`src/rtl/atm_tx_pkg.sv`:
```
package atm_tx_pkg;

    localparam int CELL_BYTES = 53;
    localparam int HEC_IDX    = 4;
    localparam int POS_W      = $clog2(CELL_BYTES);
    localparam int SCR_LEN    = 43;
    localparam int BYTE_W     = 8;

    localparam logic [POS_W-1:0] POS_LAST = POS_W'(CELL_BYTES - 1);
    localparam logic [POS_W-1:0] POS_HEC  = POS_W'(HEC_IDX);

    typedef enum logic [1:0] {
        SEG_HDR,
        SEG_HEC,
        SEG_PAY
    } seg_e;

    typedef struct packed {
        logic [POS_W-1:0] pos;
        seg_e             seg;
        logic             user;
        logic             first;
    } slot_t;

    typedef struct packed {
        logic [SCR_LEN-1:0] st;
        logic [BYTE_W-1:0]  q;
    } scr_res_t;

    // One byte through the CRC-8 (x^8+x^2+x+1) register, MSB first.
    function automatic logic [7:0] crc8_step(input logic [7:0] crc, input logic [7:0] d);
        logic [7:0] c;
        c = crc ^ d;
        for (int i = 0; i < 8; i++) begin
            c = c[7] ? ((c << 1) ^ 8'h07) : (c << 1);
        end
        return c;
    endfunction

    // One byte through the self-synchronizing x^43+1 scrambler, MSB first.
    function automatic scr_res_t scr_step(input logic [SCR_LEN-1:0] st, input logic [BYTE_W-1:0] d);
        scr_res_t r;
        r.st = st;
        r.q  = '0;
        for (int i = BYTE_W - 1; i >= 0; i--) begin
            r.q[i] = d[i] ^ r.st[SCR_LEN-1];
            r.st   = {r.st[SCR_LEN-2:0], r.q[i]};
        end
        return r;
    endfunction

endpackage

```
`src/rtl/atm_tx_seq.sv`:
```
module atm_tx_seq
    import atm_tx_pkg::*;
(
    input  logic  clk,
    input  logic  rst,
    input  logic  in_valid,
    input  logic  in_sop,
    input  logic  cfg_hec_overwrite,
    output slot_t slot,
    output logic  in_ready
);

    logic [POS_W-1:0] pos_q;
    logic             user_q;
    logic             at_boundary;
    logic             start;
    seg_e             seg;

    assign at_boundary = (pos_q == '0);
    assign start       = at_boundary && in_valid && in_sop;

    always_comb begin
        if (pos_q < POS_HEC)       seg = SEG_HDR;
        else if (pos_q == POS_HEC) seg = SEG_HEC;
        else                       seg = SEG_PAY;
    end

    assign slot.pos   = pos_q;
    assign slot.seg   = seg;
    assign slot.user  = at_boundary ? start : user_q;
    assign slot.first = at_boundary;

    always_comb begin
        if (rst)              in_ready = 1'b0;
        else if (at_boundary) in_ready = in_valid;
        else                  in_ready = user_q && ((seg != SEG_HEC) || cfg_hec_overwrite);
    end

    always_ff @(posedge clk) begin
        if (rst) begin
            pos_q  <= '0;
            user_q <= 1'b0;
        end else begin
            pos_q <= (pos_q == POS_LAST) ? '0 : pos_q + 1'b1;
            if (at_boundary) user_q <= start;
        end
    end

endmodule

```
`src/rtl/atm_tx_hec.sv`:
```
module atm_tx_hec
    import atm_tx_pkg::*;
#(
    parameter logic [7:0] COSET = 8'h55
) (
    input  logic       clk,
    input  logic       rst,
    input  slot_t      slot,
    input  logic [7:0] hdr_byte,
    output logic [7:0] hec
);

    logic [7:0] crc_q;

    always_ff @(posedge clk) begin
        if (rst) begin
            crc_q <= '0;
        end else if (slot.seg == SEG_HDR) begin
            crc_q <= crc8_step(slot.first ? 8'h00 : crc_q, hdr_byte);
        end
    end

    assign hec = crc_q ^ COSET;

endmodule

```
`src/rtl/atm_tx_scr.sv`:
```
module atm_tx_scr
    import atm_tx_pkg::*;
#(
    parameter logic [SCR_LEN-1:0] SEED = '1
) (
    input  logic              clk,
    input  logic              rst,
    input  logic              en,
    input  logic [BYTE_W-1:0] din,
    output logic [BYTE_W-1:0] dout
);

    logic [SCR_LEN-1:0] st_q;
    scr_res_t           res;

    assign res  = scr_step(st_q, din);
    assign dout = en ? res.q : din;

    always_ff @(posedge clk) begin
        if (rst)     st_q <= SEED;
        else if (en) st_q <= res.st;
    end

endmodule

```
`src/rtl/atm_cell_tx.sv`:
```
module atm_cell_tx
    import atm_tx_pkg::*;
#(
    parameter logic [7:0]         HEC_COSET  = 8'h55,
    parameter logic [7:0]         FILL_OCTET = 8'h6A,
    parameter logic [SCR_LEN-1:0] SCR_SEED   = '1
) (
    input  logic       clk,
    input  logic       rst,
    input  logic       in_valid,
    input  logic       in_sop,
    input  logic [7:0] in_data,
    output logic       in_ready,
    input  logic       cfg_hec_overwrite,
    input  logic       cfg_scr_en,
    input  logic       cfg_fill_unassigned,
    output logic       out_valid,
    output logic       out_soc,
    output logic [7:0] out_data
);

    slot_t      slot;
    logic [7:0] fill_byte;
    logic [7:0] raw_byte;
    logic [7:0] hec;
    logic [7:0] pre_byte;
    logic [7:0] scr_byte;

    atm_tx_seq u_seq (
        .clk               (clk),
        .rst               (rst),
        .in_valid          (in_valid),
        .in_sop            (in_sop),
        .cfg_hec_overwrite (cfg_hec_overwrite),
        .slot              (slot),
        .in_ready          (in_ready)
    );

    // Fill cell: header 00 00 00 01 (idle) or all zero (unassigned).
    always_comb begin
        if (slot.seg == SEG_PAY)
            fill_byte = FILL_OCTET;
        else if (slot.pos == POS_W'(HEC_IDX - 1))
            fill_byte = {7'b0, ~cfg_fill_unassigned};
        else
            fill_byte = 8'h00;
    end

    assign raw_byte = slot.user ? in_data : fill_byte;

    atm_tx_hec #(.COSET(HEC_COSET)) u_hec (
        .clk      (clk),
        .rst      (rst),
        .slot     (slot),
        .hdr_byte (raw_byte),
        .hec      (hec)
    );

    assign pre_byte = (slot.seg == SEG_HEC) ? hec : raw_byte;

    atm_tx_scr #(.SEED(SCR_SEED)) u_scr (
        .clk  (clk),
        .rst  (rst),
        .en   (cfg_scr_en && (slot.seg == SEG_PAY)),
        .din  (pre_byte),
        .dout (scr_byte)
    );

    always_ff @(posedge clk) begin
        if (rst) begin
            out_valid <= 1'b0;
            out_soc   <= 1'b0;
            out_data  <= '0;
        end else begin
            out_valid <= 1'b1;
            out_soc   <= slot.first;
            out_data  <= scr_byte;
        end
    end

endmodule

```
`config.mk`:
```
export PLATFORM = sky130hd
export DESIGN_NAME = atm_cell_tx
export DESIGN_NICKNAME = d
export VERILOG_FILES = /design/src/rtl/atm_tx_pkg.sv /design/src/rtl/atm_tx_seq.sv /design/src/rtl/atm_tx_hec.sv /design/src/rtl/atm_tx_scr.sv /design/src/rtl/atm_cell_tx.sv
export SDC_FILE = /design/constraint.sdc
export NUM_CORES = 1
export LEC_CHECK = 0
export CORE_ASPECT_RATIO = 0.6
export CORE_MARGIN = 3
export CORE_UTILIZATION = 45
export DETAILED_ROUTE_END_ITERATION = 7
export HOLD_SLACK_MARGIN = 0.1
export MAX_ROUTING_LAYER = met4
export PLACE_DENSITY_LB_ADDON = 0.08
export SLEW_MARGIN = 20
export SYNTH_ARGS = -nofsm -noshare
export SYNTH_HDL_FRONTEND = slang
export SYNTH_HIERARCHICAL = 1
export SYNTH_SLANG_ARGS = --single-unit
```
`constraint.sdc`:
```
create_clock -name clk -period 2.65 [get_ports clk]
set_clock_uncertainty 0.05 [all_clocks]
set_input_delay 0.3975 -clock clk [delete_from_list [all_inputs] [get_ports clk]]
set_output_delay 0.3975 -clock clk [all_outputs]
set_load 0.02 [all_outputs]
```
==> results.py <==
metrics = {
    "synthesis": {
        "synth_area_um2": 3380,
        "synthCells": 348,
        "synth.most_common_cell": "dfxtp_1",
        "synth_cell_type_count": 51,
        "synthTopCellsByArea": "dfxtp_1 (40%), a211o_1 (9.1%), nor2b_1 (8.9%)",
        "seq_area_frac_synth_pct": 40.3,
        "synthFlopType": "dfxtp_1",
        "ys_ff_latch": 68,
        "yosys.area.top_type_share_pct": 40.3,
        "avgSynthCellArea_um2": 9.71,
        "yosysWarnings": 6,
        "yosysTopAreaCell": "dfxtp_1",
        "async_flop_share_pct": 0,
        "synth_nets": 365,
        "synth_edf_count": 0,
        "yosys-top-cells-count": "dfxtp_1 (68), nor2b_1 (48), a211o_1 (35), xnor2_1 (26), nor2_1 (17)",
    },
    "route": {
        "vias_per_cell": 5.00,
        "drc": 0,
        "ant_nets": 0,
        "wl_um": 7480,
        "drtIter0Drc": 191,
        "dr.pass1.iters": 4,
        "via_count": 2541,
        "wl_per_cell_um": 14.7,
    },
    "placement": {
        "port_buffers": 25,
        "place_congestion": 0.910,
        "dpl.hpwl_um": 4940,
    },
    "cts": {
        "cts_buffer_depth": 2,
        "worstSkewPairLatency_ps": 330,
        "htreeDepth": 3,
        "cts_tree": "done",
        "path_clk_slew_ps": 50,
        "holdBufCountCts": 0,
        "cts_root_buf": "clkbuf_16",
        "cts-buffers-inserted": 9,
        "cts.sinks": 68,
    },
    "global_route": {
        "grt_pass1_vias": 2447,
        "gr-usage-met1_pct": 26.3,
        "grt_use_met2_pct": 25.1,
        "grt_pass1_wl_um": 12200,
        "grt_max_degree": 61,
        "busiest_layer": "met1",
        "grt_usage_pct": 18.7,
        "grt_antenna_before_repair": 0,
        "globalRoute.totalOverflow": 0,
        "use_met3_pct": 5.42,
    },
    "critical_path": {
        "critPathArrivalTime_ps": 2900,
        "r2r_end": "u_hec/crc_q[3]$_SDFFE_PP0N_",
        "cp.required_ps": 2820,
        "r2r_slack_ps": -80,
        "worstSetupPathType": "register to register",
        "reg2reg_from": "u_seq/pos_q[1]$_SDFF_PP0_",
        "reg2regPathDepth": 11,
        "worst-path-max-fanout": 3,
        "cp-start-kind": "register",
        "end_kind": "register",
    },
    "cells_and_area": {
        "finalCoreUtilization_pct": 62.7,
        "regArea_um2": 1370,
        "n_fill_cell": 601,
        "area_growth_pct": 29.3,
        "n_antenna_cell": 0,
        "nNetsFinal": 420,
        "layout-drive-gt1-share_pct": 24.5,
        "multiInputGateArea_um2": 1940,
    },
    "worst_hold_path": {
        "worstHoldStart": "u_scr/st_q[30]$_SDFFE_PP1P_",
        "hold_class": "register to register",
        "min_to": "u_scr/st_q[38]$_SDFFE_PP1P_",
        "whs_path_depth": 1,
    },
    "sta": {
        "worstMarginPinSlew_ps": 631,
        "min_period_ps": 2730,
        "setup_ws_ps": -83.5,
        "fin_crit_sh_pct": 103,
        "grt_setup_unrepaired": "yes",
        "slew_violations": 0,
        "setup_viol": 3,
        "timing.fmax_mhz": 366,
        "hold_viol": 0,
        "maxSlewHeadroom_pct": 57.9,
    },
    "run_status": {
        "status": "complete, but fails checks",
        "violations": "negative setup slack",
    },
    "power": {
        "power.density_nw_per_um2": 771,
        "power_leakage_nw": 1.71,
        "p_total_mw": 3.37,
        "vdd_drop_max_uv": 495,
    },
    "die": {
        "die_w_um": 118,
        "chipHeight_um": 73.1,
        "num_rows": 23,
        "die-area_um2": 8620,
        "core-area_um2": 6960,
        "start_util_pct": 48.5,
        "pin_count": 26,
    },
    "flow_run": {
        "cap_viol_max_count": 0,
    },
}
## flip-flops by register name, indices dropped and copies added (netlist names)
| name | flops |
|---|---|
| u_seq/pos_q | 6 |
| out_valid | 1 |
| u_scr/st_q | 43 |
| out_data | 8 |
| out_soc | 1 |
| u_hec/crc_q | 8 |
| u_seq/user_q | 1 |
## stage by stage
stage                     std cells  hold slack [ps]  TNS (ps)  worst slack [ps]  instance area (um^2)
after floorplan                 348              375         0             0.555                  3400
after global placement          478              390      -453              -130                  3860
after detailed placement        478              394      -665              -168                  3860
after CTS                       500              406      -130             -85.8                  4270
after global routing            508              421     -1140              -230                  4370
final                           508              406      -127             -83.5                  4370
## cells in the final DEF, fill, tap and decap left out, types with 2 or more instances in the layout
master and n:
dfxtp_1 65, nor2b_1 48, buf_4 45, a211o_1 35, clkdlybuf4s50_1 23, xnor2_1 21, nor2_1 15, nand2_1 15
a21oi_1 13, inv_1 12, nor3_1 10, clkbuf_16 9, mux2_2 7, clkbuf_1 5, xnor3_1 5, xnor2_2 5
a21o_1 4, nand3_1 4, and2_1 3, o21ai_1 3, xor2_1 3, o21ai_0 3, dfxtp_2 3, nand2b_1 2
nor2_4 2, nor2_2 2, and4_1 2, a311o_1 2, xor2_2 2, a21oi_2 2, inv_2 2, mux2i_1 2
## cells by family after synthesis
| logic type | Yosys count | share of synthesized area (%) |
|---|---|---|
| and+or+nand+nor | 116 | 19.4 |
| AOI/OAI and AO/OA | 71 | 16.1 |
| DFF | 68 | 40.3 |
| buffers and inverters | 42 | 6.81 |
| xor gates and xnor gates | 39 | 13.2 |
| muxes | 10 | 3.37 |
| adders and majority gates | 2 | 0.741 |
## power by group
part           switching (mW)  internal, mW  leakage [nW]
registers               0.100          1.11         0.555
clock network           0.410         0.728         0.135
logic                   0.432         0.583          1.02
## routing by layer
| metal | vias to the layer above | part of all wire (%) |
|---|---|---|
| met5 | - | 0 |
| met4 | 0 | 0.96 |
| met3 | 7 | 6.1 |
| met2 | 58 | 39 |
| met1 | 1176 | 54 |
| li1 | 1300 | - |
## how the worst max path moves through the flow
stage                                    startpoint                     endpoint  slack [ps]  depth (start not counted)
after global placement                       in_sop  u_hec/crc_q[3]$_SDFFE_PP0N_        -130                         10
final                     u_seq/pos_q[1]$_SDFF_PP0_  u_hec/crc_q[3]$_SDFFE_PP0N_         -80                         11
after detailed placement                     in_sop  u_hec/crc_q[5]$_SDFFE_PP0N_        -170                         10
after global routing      u_seq/pos_q[3]$_SDFF_PP0_  u_hec/crc_q[3]$_SDFFE_PP0N_        -230                         11
after floorplan           u_seq/pos_q[1]$_SDFF_PP0_  u_hec/crc_q[3]$_SDFFE_PP0N_         0.6                         12
after CTS                 u_seq/pos_q[0]$_SDFF_PP0_  u_hec/crc_q[3]$_SDFFE_PP0N_         -90                         11
## cell type report
class                           count  share of cell area (%)
Clock buffer                       14                    5.59
Clock inverter                      2                   0.802
Inverter                           14                    1.20
Tap cell                          100                    2.87
Multi-Input combinational cell    239                    44.5
Timing Repair Buffer               71                    13.8
Sequential cell                    68                    31.3
## repair_timing
| action | 4_1_cts | 5_1_grt |
|---|---|---|
| resized for setup | 18 | 8 |
| setup endpoints to repair | 7 | 10 |
| buffers inserted | 6 | 7 |
| cloned | 0 | 1 |
| pin swaps | 16 | 9 |
## worst max-delay path, stage by stage, from the launching register on
cell and delay (ps):
dfxtp_2 320, inv_2 60, ha_4 140, or4b_4 490, nor2_4 140, nor3b_4 60
buf_4 130, a21o_1 180, xnor3_1 200, xor3_1 410, and4_1 190, a311o_1 260
(Power assumes the default switching activity.)
